**src/rtl/sacc_pkg.sv**
```systemverilog
package sacc_pkg;

  typedef enum logic [1:0] {
    K_HOLD  = 2'd0,
    K_ADD   = 2'd1,
    K_LOAD  = 2'd2,
    K_SHIFT = 2'd3
  } kind_e;

  typedef struct packed {
    kind_e      kind;
    logic       split;
    logic       sub;
    logic       right;
    logic [1:0] scope;
  } ctl_t;

  localparam logic [3:0] OPC_ADD   = 4'b1101;
  localparam logic [3:0] OPC_SUB   = 4'b1111;
  localparam logic [3:0] OPC_SADD  = 4'b1100;
  localparam logic [3:0] OPC_SSUB  = 4'b1110;
  localparam logic [3:0] OPC_LOAD  = 4'b1001;
  localparam logic [3:0] OPC_SHIFT = 4'b0000;

  function automatic ctl_t decode(logic [3:0] opc, logic [2:0] sh);
    ctl_t c;
    c.kind  = K_HOLD;
    c.split = 1'b0;
    c.sub   = 1'b0;
    c.right = sh[2];
    c.scope = sh[1:0];
    case (opc)
      OPC_ADD:   c.kind = K_ADD;
      OPC_SUB:   begin c.kind = K_ADD; c.sub = 1'b1; end
      OPC_SADD:  begin c.kind = K_ADD; c.split = 1'b1; end
      OPC_SSUB:  begin c.kind = K_ADD; c.split = 1'b1; c.sub = 1'b1; end
      OPC_LOAD:  c.kind = K_LOAD;
      OPC_SHIFT: begin c.kind = K_SHIFT; c.split = (sh[1:0] != 2'b00); end
      default:   c.kind = K_HOLD;
    endcase
    return c;
  endfunction

endpackage

```
**src/rtl/sacc_word_seq.sv**
```systemverilog
module sacc_word_seq
  import sacc_pkg::*;
#(
  parameter int WORD_W = 24,
  parameter int IDX_W  = $clog2(WORD_W)
) (
  input  logic             clk,
  input  logic             rst_n,
  input  logic             word_start,
  input  logic [3:0]       opc,
  input  logic [2:0]       sh,
  output logic             proc,
  output logic [IDX_W-1:0] bit_idx,
  output ctl_t             ctl
);

  localparam logic [IDX_W-1:0] LAST = IDX_W'(WORD_W - 1);

  logic             active_q, active_d;
  logic [IDX_W-1:0] cnt_q, cnt_d;
  ctl_t             ctl_q, ctl_d;
  ctl_t             ctl_new;

  always_comb begin
    ctl_new  = decode(opc, sh);
    proc     = active_q | word_start;
    bit_idx  = active_q ? cnt_q : '0;
    ctl      = active_q ? ctl_q : ctl_new;
    active_d = active_q;
    cnt_d    = cnt_q;
    ctl_d    = ctl_q;
    if (proc) begin
      if (bit_idx == LAST) begin
        active_d = 1'b0;
        cnt_d    = '0;
      end else begin
        active_d = 1'b1;
        cnt_d    = bit_idx + IDX_W'(1);
      end
      if (!active_q) ctl_d = ctl_new;
    end
  end

  always_ff @(posedge clk or negedge rst_n) begin
    if (!rst_n) begin
      active_q <= 1'b0;
      cnt_q    <= '0;
      ctl_q    <= '0;
    end else begin
      active_q <= active_d;
      cnt_q    <= cnt_d;
      ctl_q    <= ctl_d;
    end
  end


  start_ignored_chk: assert property (@(posedge clk) disable iff (!rst_n)
    (active_q && cnt_q != LAST) |=> (active_q && cnt_q == $past(cnt_q) + IDX_W'(1)));


  ctl_hold_chk: assert property (@(posedge clk) disable iff (!rst_n)
    (active_q && cnt_q != LAST) |=> $stable(ctl_q));


  word_end_chk: assert property (@(posedge clk) disable iff (!rst_n)
    (active_q && cnt_q == LAST) |=> !active_q);

endmodule

```
**src/rtl/sacc_serial_alu.sv**
```systemverilog
module sacc_serial_alu
  import sacc_pkg::*;
#(
  parameter int WORD_W = 24,
  parameter int HALF_W = 11,
  parameter int IDX_W  = $clog2(WORD_W)
) (
  input  logic             clk,
  input  logic             rst_n,
  input  logic             proc,
  input  logic [IDX_W-1:0] bit_idx,
  input  ctl_t             ctl,
  input  logic             a_cur,
  input  logic             a_next,
  input  logic             b,
  output logic             res
);

  localparam logic [IDX_W-1:0] LO_LSB = IDX_W'(1);
  localparam logic [IDX_W-1:0] LO_MSB = IDX_W'(HALF_W);
  localparam logic [IDX_W-1:0] GAP    = IDX_W'(HALF_W + 1);
  localparam logic [IDX_W-1:0] HI_LSB = IDX_W'(HALF_W + 2);
  localparam logic [IDX_W-1:0] HI_MSB = IDX_W'(WORD_W - 1);

  logic carry_q, carry_d;
  logic prev_q, prev_d;
  logic at_gap, in_hi, in_lo, half_start, half_end;
  logic cin, bx, sum, cout;
  logic full_l, full_r, half_l, half_r, half_sh;

  always_comb begin
    at_gap     = (bit_idx == '0) || (bit_idx == GAP);
    in_hi      = (bit_idx >= HI_LSB);
    in_lo      = (bit_idx >= LO_LSB) && (bit_idx <= LO_MSB);
    half_start = (bit_idx == LO_LSB) || (bit_idx == HI_LSB);
    half_end   = (bit_idx == LO_MSB) || (bit_idx == HI_MSB);

    cin  = ((bit_idx == '0) || (ctl.split && half_start)) ? ctl.sub : carry_q;
    bx   = b ^ ctl.sub;
    sum  = a_cur ^ bx ^ cin;
    cout = (a_cur & bx) | (a_cur & cin) | (bx & cin);

    full_l  = (bit_idx == '0) ? 1'b0 : prev_q;
    full_r  = (bit_idx == HI_MSB) ? a_cur : a_next;
    half_l  = half_start ? 1'b0 : prev_q;
    half_r  = half_end ? a_cur : a_next;
    half_sh = ctl.right ? half_r : half_l;

    case (ctl.kind)
      K_ADD:   res = sum;
      K_LOAD:  res = b;
      K_SHIFT: begin
        case (ctl.scope)
          2'b00:   res = ctl.right ? full_r : full_l;
          2'b01:   res = half_sh;
          2'b10:   res = in_hi ? half_sh : a_cur;
          default: res = in_lo ? half_sh : a_cur;
        endcase
      end
      default: res = a_cur;
    endcase
    if (ctl.split && at_gap) res = 1'b0;

    carry_d = carry_q;
    prev_d  = prev_q;
    if (proc) begin
      carry_d = cout;
      prev_d  = a_cur;
    end
  end

  always_ff @(posedge clk or negedge rst_n) begin
    if (!rst_n) begin
      carry_q <= 1'b0;
      prev_q  <= 1'b0;
    end else begin
      carry_q <= carry_d;
      prev_q  <= prev_d;
    end
  end

endmodule

```
**src/rtl/sacc_acc_sreg.sv**
```systemverilog
module sacc_acc_sreg #(
  parameter int WORD_W = 24,
  parameter int HALF_W = 11,
  parameter int IDX_W  = $clog2(WORD_W)
) (
  input  logic             clk,
  input  logic             rst_n,
  input  logic             proc,
  input  logic [IDX_W-1:0] bit_idx,
  input  logic             split,
  input  logic             res,
  output logic             acc_cur,
  output logic             acc_next,
  output logic             neg_hi,
  output logic             neg_lo
);

  localparam int LO_MSB = HALF_W;
  localparam int GAP    = HALF_W + 1;
  localparam logic [IDX_W-1:0] LAST   = IDX_W'(WORD_W - 1);
  localparam logic [IDX_W-1:0] LO_TOP = IDX_W'(HALF_W);

  logic [WORD_W-1:0] acc_q, acc_d;
  logic              lo_tmp_q, lo_tmp_d;
  logic              nhi_q, nhi_d, nlo_q, nlo_d;

  always_comb begin
    acc_d    = acc_q;
    lo_tmp_d = lo_tmp_q;
    nhi_d    = nhi_q;
    nlo_d    = nlo_q;
    if (proc) begin
      acc_d = {res, acc_q[WORD_W-1:1]};
      if (bit_idx == LO_TOP) lo_tmp_d = res;
      if (bit_idx == LAST) begin
        nhi_d = res;
        nlo_d = lo_tmp_q;
      end
    end
  end

  always_ff @(posedge clk or negedge rst_n) begin
    if (!rst_n) begin
      acc_q    <= '0;
      lo_tmp_q <= 1'b0;
      nhi_q    <= 1'b0;
      nlo_q    <= 1'b0;
    end else begin
      acc_q    <= acc_d;
      lo_tmp_q <= lo_tmp_d;
      nhi_q    <= nhi_d;
      nlo_q    <= nlo_d;
    end
  end

  assign acc_cur  = acc_q[0];
  assign acc_next = acc_q[1];
  assign neg_hi   = nhi_q;
  assign neg_lo   = nlo_q;


  neg_hi_chk: assert property (@(posedge clk) disable iff (!rst_n)
    (proc && bit_idx == LAST) |=> (neg_hi == acc_q[WORD_W-1]));


  neg_lo_chk: assert property (@(posedge clk) disable iff (!rst_n)
    (proc && bit_idx == LAST) |=> (neg_lo == acc_q[LO_MSB]));


  gap_zero_chk: assert property (@(posedge clk) disable iff (!rst_n)
    (proc && bit_idx == LAST && split) |=> (acc_q[0] == 1'b0 && acc_q[GAP] == 1'b0));


  idle_hold_chk: assert property (@(posedge clk) disable iff (!rst_n)
    !proc |=> $stable(acc_q));

endmodule

```
**src/rtl/split_serial_acc.sv**
```systemverilog
module split_serial_acc #(
  parameter int WORD_W = 24,
  parameter int HALF_W = 11
) (
  input  logic       clk,
  input  logic       rst_n,
  input  logic       word_start,
  input  logic [3:0] op_code,
  input  logic [2:0] shift_sel,
  input  logic       opnd_bit,
  output logic       acc_bit,
  output logic       neg_hi,
  output logic       neg_lo
);

  import sacc_pkg::*;

  localparam int IDX_W = $clog2(WORD_W);

  logic             proc;
  logic [IDX_W-1:0] bit_idx;
  ctl_t             ctl;
  logic             a_cur, a_next, res;

  sacc_word_seq #(.WORD_W(WORD_W), .IDX_W(IDX_W)) u_seq (
    .clk        (clk),
    .rst_n      (rst_n),
    .word_start (word_start),
    .opc        (op_code),
    .sh         (shift_sel),
    .proc       (proc),
    .bit_idx    (bit_idx),
    .ctl        (ctl)
  );

  sacc_serial_alu #(.WORD_W(WORD_W), .HALF_W(HALF_W), .IDX_W(IDX_W)) u_alu (
    .clk     (clk),
    .rst_n   (rst_n),
    .proc    (proc),
    .bit_idx (bit_idx),
    .ctl     (ctl),
    .a_cur   (a_cur),
    .a_next  (a_next),
    .b       (opnd_bit),
    .res     (res)
  );

  sacc_acc_sreg #(.WORD_W(WORD_W), .HALF_W(HALF_W), .IDX_W(IDX_W)) u_acc (
    .clk      (clk),
    .rst_n    (rst_n),
    .proc     (proc),
    .bit_idx  (bit_idx),
    .split    (ctl.split),
    .res      (res),
    .acc_cur  (a_cur),
    .acc_next (a_next),
    .neg_hi   (neg_hi),
    .neg_lo   (neg_lo)
  );

  assign acc_bit = a_cur;

endmodule

```
**config.mk**
```make
export PLATFORM = sky130hd
export DESIGN_NAME = split_serial_acc
export DESIGN_NICKNAME = d
export VERILOG_FILES = /design/src/rtl/sacc_pkg.sv /design/src/rtl/sacc_word_seq.sv /design/src/rtl/sacc_serial_alu.sv /design/src/rtl/sacc_acc_sreg.sv /design/src/rtl/split_serial_acc.sv
export SDC_FILE = /design/constraint.sdc
export NUM_CORES = 1
export LEC_CHECK = 0
export ABC_AREA = 1
export BUFFER_PORTS_ARGS = -buffer_cell sky130_fd_sc_hd__buf_4
export CORE_MARGIN = 2
export CORE_UTILIZATION = 25
export DETAILED_ROUTE_END_ITERATION = 8
export PLACE_DENSITY = 0.53
export SETUP_SLACK_MARGIN = 0.02
export SYNTH_ARGS = -nofsm -noshare
export SYNTH_HDL_FRONTEND = slang
export SYNTH_SLANG_ARGS = --single-unit
```
**constraint.sdc**
```tcl
create_clock -name clk -period 2.2 [get_ports clk]
set_input_delay 0.11 -clock clk [delete_from_list [all_inputs] [get_ports clk]]
set_output_delay 0.11 -clock clk [all_outputs]
set_load 0.1 [all_outputs]
```
==> metrics.md, run 1 <==
| Metric | Value |
|---|---|
| Outcome | finished with violations |
| Failing checks | negative setup slack |
| Hold Worst Slack | 0.0468 ns |
| Slew headroom | 63.7% |
| Design Area, Final | 0.00270 mm2 |
| Place WS | -0.179 ns |
| Final setup fails | 3 |
| Drt pass-1 iters | 4 |
| Placed Cells | 393 |
| Fraction of layout instances using a drive strength above 1 | 26.3% |
| Sequential area share after synthesis | between 50% and 60% |
| Top post-synthesis cells by area | dfrtp_1 (50%), nand2_1 (14%), o21ai_0 (8.4%) |
| Max clock buf depth | 2 |
| Starting DRT DRC Count | 66 |
| Die Y | 95.3 um |
| Core Region | 0.00813 mm2 |
| Mapped Nets | between 200 and 300 |
| Reg clk slew, reported paths | 0.09 ns |
| FP Rows | 33 |
| Synth warn | 0 |
| Final Max Slew Viols | 0 |
| Worst setup margin | -0.127 ns |
| Maximum number of pins on one net before global-route repair | 43 |
| DRC violation count after routing | 0 |
| Number of synthesized register bits | 42 |
| Total grt overflow | 0 |
| Number of fillers in the final layout | just under 900 |
| Final worst path period share | 106% |
| Placed Area | approximately 0.0025 mm2 |
| Post-Route WL | 4.70 mm |
| Distinct cells, synth | 28 |
| GP Congestion | around 0.83 |
| Fin util | 33.2% |
| CTS sink count | 42 |
| Reg2Reg Setup Slack | -0.13 ns |
| Endpoint class of the critical path | register |
| Post-synth top area share | 50.5% |
| ANT nets after route | 0 |
| CTS tree | yes |
| Vias | 1760 |
| Largest area contributor in the netlist | dfrtp_1 |
| Maximum capacitance violations | 0 |
| Crit path arrival time | 2.51 ns |
| Die width | 95.3 um |
| # diodes | 0 |
| Hold Path Class | input port to register |
| Worst-Margin Slew | 0.545 ns |
| Worst setup path class | register to register |
| Wire per inst | between 10 and 15 um |
| Initial antenna violation count | 0 |
| Area Overhead vs Synth | 29.9% |
| Tot Pwr | between 3 and 4 mW |
| Post-synthesis cell area | 0.00208 mm2 |
| Critical Path Fanout Max | 4 |
| Post-route insts no fill | 409 |
| Fin crit period | 2.33 ns |
| Hold Fails Final Rpt | 0 |
| Worst VDD drop | 418 uV |
| Die area | 0.00907 mm2 |
| Initial cell density of the core | 25.6% |
| Final setup TNS | -0.355 ns |
| WP data required | 2.38 ns |
| Clock Tree Root | clkbuf_8 |
| TritonCTS buffer count | 5 |
| Average via count per standard cell | 4.30 |
| GRT Total Usage | 11.3% |
| Post-DP HPWL | 3.28 mm |
| Cell count after synthesis | 260 |
| I/O Buffers | 13 |
| Worst Skew | 0.0147 ns |
| Number of global-route vias before repair | approximately 1700 |
| Htree depth | 2 |
| Pwr/cell area | 1480 mW/mm2 |
| Final nets | 316 |
| Syn_area_per_cell | 8.01 um2 |
| Worst skew pair latency | 0.30 ns |
| Ports | 14 |
| Static leakage | 1.31 nW |
| RSZ-0062 raised after global routing | true |
| First-pass GRT wire length | around 7.8 mm |
| Type of origin of the critical path | register |
| Peak Freq | 0.430 GHz |
## report_power, final
part           switching [mW]  internal [mW]  leakage, nW
combinational            1.18          0.832        0.749
clock                   0.278          0.339       0.0514
sequential              0.215           1.15        0.507
total                    1.68           2.32         1.31
## layer usage
layer | GRT usage [%] | vias up | wire length, um | share of wire [%]
met4 | 3.62 | 0 | 57 | 1.2
li1 | - | 914 | - | -
met3 | 2.85 | 6 | 163 | 3.5
met2 | 18.0 | 26 | 2210 | 47
met5 | 0 | - | 0 | 0
met1 | 15.1 | 814 | 2270 | 48
## critical path, stage by stage (launching register included)
cell	delay, ns
dfrtp_1	0.40
buf_4	0.14
buf_6	0.12
inv_6	0.05
or2_4	0.10
nand2_2	0.06
o21ai_2	0.17
mux2_4	0.32
fa_1	0.44
o21ai_2	0.13
nand3_2	0.12
nand3_2	0.08
nand2_1	0.06
## cell type report
type | count | area [um2] | share of cell area (%)
multi-input cells | 176 | 942 | 34.8
inverters | 35 | 136 | 5.04
clock buffers | 6 | 72.6 | 2.68
repair buffers | 43 | 333 | 12.3
well taps | 105 | 131 | 4.86
clock inverters | 2 | 37.5 | 1.39
flip-flops and latches | 42 | 1050 | 38.9
## cells by family after synthesis
logic type	synth area share, %
flops	50.5
compound gates	13.2
simple gates	24.8
mux	0.541
fa+ha+maj	1.56
xor+xnor	0.841
buf+inv	8.53
## placed cells by master, fill, tap and decap left out
master         instances
nand2_1               71
dfrtp_1               42
buf_4                 40
inv_1                 32
o21ai_0               32
nor2_1                15
nand3_1                8
nand3_2                8
o21ai_1                7
o21ai_2                6
clkbuf_8               5
nand2_2                4
nand2_4                3
nand4_1                3
nor2_2                 3
a21oi_1                3
o22ai_1                3
inv_2                  2
nand3b_1               2
buf_6                  2
inv_6                  1
o221ai_1               1
or2_4                  1
mux2_4                 1
xor2_1                 1
nor2_4                 1
xnor2_1                1
fa_1                   1
ha_4                   1
clkbuf_1               1
clkinvlp_4             1
bufinv_16              1
dlygate4sd3_1          1
## registers in the layout, summed over array words and instances (netlist names)
name            cells
u_acc.neg_lo        1
u_acc.acc_q        24
u_seq.active_q      1
u_alu.carry_q       1
u_seq.ctl_q         7
u_alu.prev_q        1
u_acc.lo_tmp_q      1
u_acc.neg_hi        1
u_seq.cnt_q         5
## Yosys cell counts
library cell and n:
buf_8 1, or2_2 1, ha_1 1, nand2_2 1
buf_6 1, a21oi_1 3, o21ai_1 8, o21ai_2 2
nand3b_1 2, dfrtp_1 42, nand3_2 3, buf_2 1
clkbuf_1 4, inv_1 32, nand3_1 13, fa_1 1
nor2_1 15, o22ai_1 3, o21ai_0 35, nand4_1 3
xor2_1 1, mux2_2 1, o221ai_1 1, nor2_2 3
nand2_1 77, inv_2 3, xnor2_1 1, nor2_4 1
## final timing paths
check                                from  depth (start not counted)               to
setup / recovery           u_seq.active_q                         12  u_acc.acc_q[23]
hold / removal               shift_sel[0]                          3   u_seq.ctl_q[0]
setup reg to reg           u_seq.active_q                         12  u_acc.acc_q[23]
hold reg to reg              u_acc.neg_lo                          2     u_acc.neg_lo
max in group asynchronous           rst_n                          2   u_acc.lo_tmp_q
min in group asynchronous           rst_n                          2   u_seq.ctl_q[0]
## timing repair
| action | in CTS | in global routing |
|---|---|---|
| endpoints found under the setup margin | 3 | 3 |
| cloned | 0 | 0 |
| pin swaps | 5 | 5 |
| endpoints found under the hold margin | 42 | 0 |
| setup buffers | 7 | 0 |
| resized for setup | 12 | 8 |
| hold buffers | 1 | 0 |
Power figures use the tool's default switching activity.
==> inputs of run 2 (changes only) <==
--- a/config.mk
+++ b/config.mk
@@ -5,13 +5,12 @@
 export SDC_FILE = /design/constraint.sdc
 export NUM_CORES = 1
 export LEC_CHECK = 0
-export ABC_AREA = 1
 export BUFFER_PORTS_ARGS = -buffer_cell sky130_fd_sc_hd__buf_4
 export CORE_MARGIN = 2
 export CORE_UTILIZATION = 25
 export DETAILED_ROUTE_END_ITERATION = 8
 export PLACE_DENSITY = 0.53
-export SETUP_SLACK_MARGIN = 0.02
+export SETUP_SLACK_MARGIN = 0.15
 export SYNTH_ARGS = -nofsm -noshare
 export SYNTH_HDL_FRONTEND = slang
 export SYNTH_SLANG_ARGS = --single-unit
==> run 2 against run 1 <==
Effect of this change:
- the run still ends with negative setup slack left
- critical path depth decreased by 1
- non-clock buffer count decreased by 12
- highest routed layer unchanged
- count of clock-buffer cells in the layout unchanged
- worst hold slack got worse by 0.0058 ns
- global-route usage decreased by 1.3 points
- critical endpoint unchanged
- largest power group unchanged
- setup slack got worse by 0.13 ns
- register-to-register slack got worse by 0.13 ns
- clock skew decreased by 0.0097 ns
- combinational power decreased by 22%
- area after synthesis increased by 1.3%
==> metrics.md, run 2 <==
| Metric | Value |
|---|---|
| Maximum number of pins on one net before global-route repair | 43 (unchanged) |
| Post-synth top area share | 49.9% (-0.63 points) |
| Reg clk slew, reported paths | 0.09 ns (about the same) |
| Wire per inst | 13.3 um (+16%) |
| Largest area contributor in the netlist | dfrtp_1 |
| Post-Route WL | 4.18 mm (-11%) |
| Outcome | finished with violations |
| Place WS | -0.382 ns (-0.203 ns) |
| Worst VDD drop | 357 uV (-15%) |
| Commonest cells after routing, fill and taps aside | dfrtp_1 (42), mux2_2 (33), buf_4 (30) |
| Cell count after synthesis | 180 (-31%) |
| Largest regs | u_acc.acc_q (24), u_seq.ctl_q (7), u_seq.cnt_q (5) |
| Top_reg_cell synth | dfrtp_1 |
| # diodes | 0 (unchanged) |
| Placed Cells | 304 (-23%) |
| Most common library cells after synthesis | dfrtp_1 (42), mux2_2 (36), nand2_1 (14) |
| Maximum capacitance violations | 0 (unchanged) |
| Crit path arrival time | 2.65 ns (+0.14 ns) |
| Worst-Margin Slew | 0.546 ns (+0.000798 ns) |
| Endpoint class of the critical path | register |
| First-pass GRT wire length | 6.99 mm (-10%) |
| Final setup fails | 3 (unchanged) |
| Post-DP HPWL | 2.92 mm (-11%) |
| Distinct cells, synth | 43 (+54%) |
| ANT nets after route | 0 (unchanged) |
| Post-synthesis cell area | 0.00211 mm2 (+1.3%) |
| Total grt overflow | 0 (unchanged) |
| Initial antenna violation count | 0 (unchanged) |
| Number of synthesized register bits | 42 (unchanged) |
| Post-synth EDFFs | 0 (unchanged) |
| Die Y | 95.8 um (+0.60%) |
| GRT Total Usage | 10.0% (-1.3 points) |
| Worst skew pair latency | 0.29 ns (about the same) |
| Hold Path Class | input port to register |
| Top post-synthesis cells by area | dfrtp_1 (50%), mux2_2 (19%), nand2_1 (2.5%) |
| I/O Buffers | 13 (unchanged) |
| Vias | 1442 (-18%) |
| GP Congestion | 0.767 (-7.6%) |
| Initial cell density of the core | 25.8% (+0.19 points) |
| Peak Freq | 0.407 GHz (-5.4%) |
| Core Region | 0.00818 mm2 (+0.51%) |
| Most common cell in the netlist | dfrtp_1 |
| Worst setup margin | -0.260 ns (-0.132 ns) |
| Average via count per standard cell | 4.59 (+6.7%) |
| FP Rows | 33 (unchanged) |
| TritonCTS buffer count | 5 (unchanged) |
| Max FFs per register | 24 (unchanged) |
| Worst Skew | 0.00502 ns (-0.00968 ns) |
| Mapped Nets | 193 (-29%) |
| Area Overhead vs Synth | 21.9% |
| Ports | 14 (unchanged) |
| RSZ-0062 raised after global routing | true |
| Post-route insts no fill | 314 (-23%) |
| DRC violation count after routing | 0 (unchanged) |
| Asr flop ratio synth | 100% (unchanged) |
| Failing checks | negative setup slack |
| Fraction of layout instances using a drive strength above 1 | 42.1% (+16 points) |
| Hold Fails Final Rpt | 0 (unchanged) |
| Syn_area_per_cell | 11.7 um2 (+46%) |
| Max clock buf depth | 2 (unchanged) |
| Critical Path Fanout Max | 3 (-1) |
| Pwr/cell area | 1360 mW/mm2 (-7.9%) |
| Final nets | 221 (-30%) |
| Slew headroom | 63.6% (about the same) |
| Synth warn | 0 (unchanged) |
| WP data required | 2.39 ns (about the same) |
| Final worst path period share | 112% (+6.0 points) |
| Die area | 0.00918 mm2 (+1.2%) |
| Htree depth | 2 (unchanged) |
| Clock Tree Root | clkbuf_8 |
| Die width | 95.8 um (+0.60%) |
| Most common cell after layout, fill and taps aside | dfrtp_1 |
| CTS tree | yes |
| Starting DRT DRC Count | 30 (-55%) |
| Largest register by flop count | u_acc.acc_q |
| Drt pass-1 iters | 4 (unchanged) |
| CTS sink count | 42 (unchanged) |
| Type of origin of the critical path | register |
| Final Max Slew Viols | 0 (unchanged) |
| Tot Pwr | 3.50 mW (-12%) |
| Fin crit period | 2.46 ns (+0.132 ns) |
| Static leakage | 1.13 nW (-14%) |
| Sequential area share after synthesis | 49.9% (-0.63 points) |
| Worst setup path class | register to register |
| Number of global-route vias before repair | 1464 (-14%) |
[run 2: layout make-up]
class | instances | area [um2]
Sequential cell | 42 | 1050
Clock inverter | 2 | 37.5
Timing Repair Buffer | 31 | 235
Multi-Input combinational cell | 125 | 1030
Fill cell | 841 | 5610
Inverter | 3 | 11.3
Clock buffer | 6 | 72.6
Tap cell | 105 | 131
[run 2: final timing paths]
| check | start | end | slack [ns] | cells after the start |
|---|---|---|---|---|
| hold / removal | word_start | u_seq.cnt_q[4] | 0.04 | 2 |
| setup / recovery | u_seq.cnt_q[2] | u_acc.acc_q[23] | -0.26 | 11 |
| max in group asynchronous | rst_n | u_acc.acc_q[0] | 1.49 | 2 |
| min in group asynchronous | rst_n | u_seq.ctl_q[1] | 0.33 | 2 |
| hold reg to reg | u_seq.ctl_q[3] | u_seq.ctl_q[3] | 0.49 | 2 |
| setup reg to reg | u_seq.cnt_q[2] | u_acc.acc_q[23] | -0.26 | 11 |
[run 2: report_power, final]
| part | switching (mW) | total, mW | internal (mW) |
|---|---|---|---|
| Clock | 0.281 | 0.619 | 0.339 |
| Combinational | 0.821 | 1.58 | 0.762 |
| Sequential | 0.204 | 1.30 | 1.09 |
| Total | 1.31 | 3.50 | 2.19 |
[run 2: repair_timing]
action	CTS	global route
hold buffers	1	0
buffers inserted	1	0
setup endpoints to repair	4	4
resized for setup	3	3
endpoints found under the hold margin	42	0
[run 2: worst max-delay path: stages, from the launching register on]
cell and delay (ns):
dfrtp_1 0.39, xor2_1 0.18, nor4_2 0.21, nand2_1 0.09
nand2_1 0.09, mux2_4 0.31, fa_2 0.42, inv_2 0.07
nor3b_2 0.04, a21oi_2 0.17, o32ai_4 0.11, mux2_4 0.28
[run 2: stage by stage]
stage	TNS, ns	hold WS [ns]	area [um2]	util (%)
2_1_floorplan	-0.692	-0.186	2140	-
3_3_place_gp	-0.972	0.129	2410	29.5
3_5_place_dp	-1.12	0.142	2410	29.5
4_1_cts	-0.810	0.0326	2560	31.3
5_1_grt	-1.15	0.0321	2570	31.4
6_report	-0.750	0.0409	2570	31.4
[run 2: cell families after synthesis]
kind of cell	after synthesis	share of synthesized area, %
DFF	42	49.9
xor gates and xnor gates	3	1.25
AOI/OAI and AO/OA	35	11.9
and+or+nand+nor	47	11.8
adders and majority gates	2	1.54
muxes	38	20.2
buffers and inverters	13	3.50
[run 2: layer usage]
layer | global-route usage (%) | up-vias | part of all wire (%)
li1 | - | 705 | -
met1 | 12.4 | 709 | 46
met2 | 16.8 | 21 | 49
met3 | 2.66 | 7 | 4.1
met4 | 3.45 | 0 | 1.4
met5 | 0 | - | 0
==> inputs of run 3 (changes only) <==
--- a/config.mk
+++ b/config.mk
@@ -9,8 +9,11 @@
 export CORE_MARGIN = 2
 export CORE_UTILIZATION = 25
 export DETAILED_ROUTE_END_ITERATION = 8
+export GPL_TIMING_DRIVEN = 0
 export PLACE_DENSITY = 0.53
+export REMOVE_ABC_BUFFERS = 1
 export SETUP_SLACK_MARGIN = 0.15
+export SLEW_MARGIN = 20
 export SYNTH_ARGS = -nofsm -noshare
 export SYNTH_HDL_FRONTEND = slang
 export SYNTH_SLANG_ARGS = --single-unit
==> run 3 against run 2 <==
Effect of this change:
- the run still ends with negative setup slack left
- core utilization grew 0.64 points
- largest cell class is now multi-input gates
- worst hold slack gained 0.020 ns
- global-route usage shrank 0.23 points
- register-to-register slack lost 0.06 ns
- highest routed layer unchanged
- setup slack lost 0.056 ns
- sequential cell count is the same
- critical path type unchanged
==> metrics.md, run 3 (same netlist as run 2, synthesis figures left out) <==
| Metric | Value |
|---|---|
| Die area | 0.00918 mm2 (unchanged) |
| Initial cell density of the core | 25.8% (unchanged) |
| Combinational Power Share | 46.8% (+1.6 points) |
| Seq pwr share | 39.0% (+1.9 points) |
| GRT Total Usage | 9.77% (-0.23 points) |
| Drt pass-1 iters | 4 (unchanged) |
| RSZ-0062 raised after global routing | true |
| Placed Area | 0.00228 mm2 (-5.5%) |
| Type of origin of the critical path | register |
| Maximum number of pins on one net before global-route repair | 43 (unchanged) |
| Most common cell after layout, fill and taps aside | dfrtp_1 |
| Final setup fails | 3 (unchanged) |
| Htree depth | 2 (unchanged) |
| Max clock buf depth | 2 (unchanged) |
| Post-Route WL | 4.31 mm (+3.1%) |
| Peak Freq | 0.398 GHz (-2.2%) |
| Crit path arrival time | 2.70 ns (+0.05 ns) |
| Reg clk slew, reported paths | 0.09 ns (about the same) |
| Worst setup margin | -0.316 ns (-0.0559 ns) |
| Final Max Slew Viols | 0 (unchanged) |
| Tot Pwr | 3.52 mW (+0.60%) |
| Largest delay share family, worst path | multiplexers |
| Final setup TNS | -0.903 ns (-0.153 ns) |
| Sw frac | 38.5% (+1.2 points) |
| Slowest CP cell | dfrtp_2 |
| Crit-path cells | buf_4 > nor3_2 > o21ai_2 > nand2_2 > mux2_4 > fa_1 > inv_1 > nor3b_2 > a21oi_2 > o32ai_4 > mux2_4 |
| Die width | 95.8 um (unchanged) |
| # diodes | 0 (unchanged) |
| ANT nets after route | 0 (unchanged) |
| Hold Path Class | input port to register |
| Largest regs | u_acc.acc_q (24), u_seq.ctl_q (7), u_seq.cnt_q (5) |
| Failing checks | negative setup slack |
| Number of global-route vias before repair | 1374 (-6.1%) |
| Hold Fails Final Rpt | 0 (unchanged) |
| CTS tree | yes |
| Fin crit period | 2.52 ns (+0.0559 ns) |
| Largest register by flop count | u_acc.acc_q |
| Worst setup path class | register to register |
| Average via count per standard cell | 4.72 (+2.7%) |
| WP buf/inv | 2 (+1) |
| Fin util | 32.1% (+0.64 points) |
| Worst VDD drop | 637 uV (+78%) |
| Initial antenna violation count | 0 (unchanged) |
| Final nets | 224 (+1.4%) |
| Area Overhead vs Synth | 24.4% |
| Endpoint class of the critical path | register |
| Vias | 1495 (+3.7%) |
| Total grt overflow | 0 (unchanged) |
| I/O Buffers | 13 (unchanged) |
| Placed Cells | 288 (-5.3%) |
| Max FFs per register | 24 (unchanged) |
| Ports | 14 (unchanged) |
| FP Rows | 33 (unchanged) |
| WP data required | 2.38 ns (about the same) |
| Max incr delay on CP | 0.44 ns (+0.02 ns) |
| Fraction of layout instances using a drive strength above 1 | 46.7% (+4.6 points) |
| Post-DP HPWL | 2.53 mm (-13%) |
| Clock Tree Root | clkbuf_8 |
| Core Region | 0.00818 mm2 (unchanged) |
| Slew headroom | 64.2% (+0.58 points) |
| Die Y | 95.8 um (unchanged) |
| TritonCTS buffer count | 5 (unchanged) |
| Pwr/cell area | 1340 mW/mm2 (-1.4%) |
| Wire per inst | 13.6 um (+2.2%) |
| First-pass GRT wire length | 6.81 mm (-2.6%) |
| Design Area, Final | 0.00262 mm2 (+2.0%) |
| Worst-Margin Slew | 0.537 ns (-0.00864 ns) |
| Net Sw Power | 1.35 mW (+3.7%) |
| Commonest cells after routing, fill and taps aside | dfrtp_1 (36), buf_4 (32), mux2_2 (31) |
| Outcome | finished with violations |
| Critical Path Fanout Max | 8 (+5) |
| Worst Skew | 0.00568 ns (+0.000661 ns) |
| CTS sink count | 42 (unchanged) |
| Final worst path period share | 114% (+2.5 points) |
| Clock share of power | 14.3% (-3.4 points) |
| DRC violation count after routing | 0 (unchanged) |
| Worst skew pair latency | 0.30 ns (about the same) |
| Maximum capacitance violations | 0 (unchanged) |
| Most frequent CP cell | mux2_4 |
| Starting DRT DRC Count | 69 (+130%) |
| Static leakage | 1.13 nW (-0.21%) |
| Post-route insts no fill | 317 (+0.96%) |
| Internal | 2.17 mW (-1.3%) |
| GP Congestion | 0.677 (-12%) |
run 3: per-stage QoR:
step / hold WS [ns] / worst slack (ns)
after CTS: 0.0323 / -0.414
after global routing: 0.0586 / -0.427
after detailed placement: 0.141 / -1.03
final: 0.0611 / -0.316
after global placement: 0.133 / -0.983
after floorplan: -0.186 / -0.553
run 3: worst paths after layout:
| path | from | endpoint | slack (ns) | cells after the start |
|---|---|---|---|---|
| min reg2reg | u_seq.ctl_q[5] | u_seq.ctl_q[5] | 0.49 | 2 |
| max reg2reg | u_seq.cnt_q[2] | u_acc.acc_q[23] | -0.32 | 11 |
| min in group asynchronous | rst_n | u_seq.ctl_q[6] | 0.32 | 2 |
| min | shift_sel[1] | u_seq.ctl_q[1] | 0.06 | 2 |
| max in group asynchronous | rst_n | u_seq.active_q | 1.46 | 2 |
| max | u_seq.cnt_q[2] | u_acc.acc_q[23] | -0.32 | 11 |
run 3: what timing repair did:
item / 4_1_cts / 5_1_grt
gates resized for setup: 16 / 11
gates cloned: 0 / 1
endpoints found under the hold margin: 42 / 0
hold buffers: 1 / 0
setup buffers: 7 / 12
setup endpoints to repair: 9 / 29
pin swaps: 3 / 5
run 3: per-layer routing:
layer	vias up	GRT usage [%]	share of wire [%]
li1	711	-	-
met1	745	13.7	48
met2	32	14.1	45
met3	7	3.05	5.3
met4	0	3.57	0.93
met5	-	0	0
run 3: power groups by stage:
stage	clock network [mW]	logic [mW]	registers, mW
finish	0.502	1.65	1.37
global route	0.557	1.79	1.43
CTS	0.527	1.43	1.38
detailed placement	0	1.22	1.42
global placement	0	1.19	1.41
floorplan	0	0.811	1.51
run 3: area by class of cell:
class	instances	area (um2)
clock inverter	2	13.8
sequential	42	1060
fill	837	5550
tap	105	131
timing repair buffer	33	250
multi-input combinational	126	1080
inverter	3	15.0
clock buffer	6	72.6
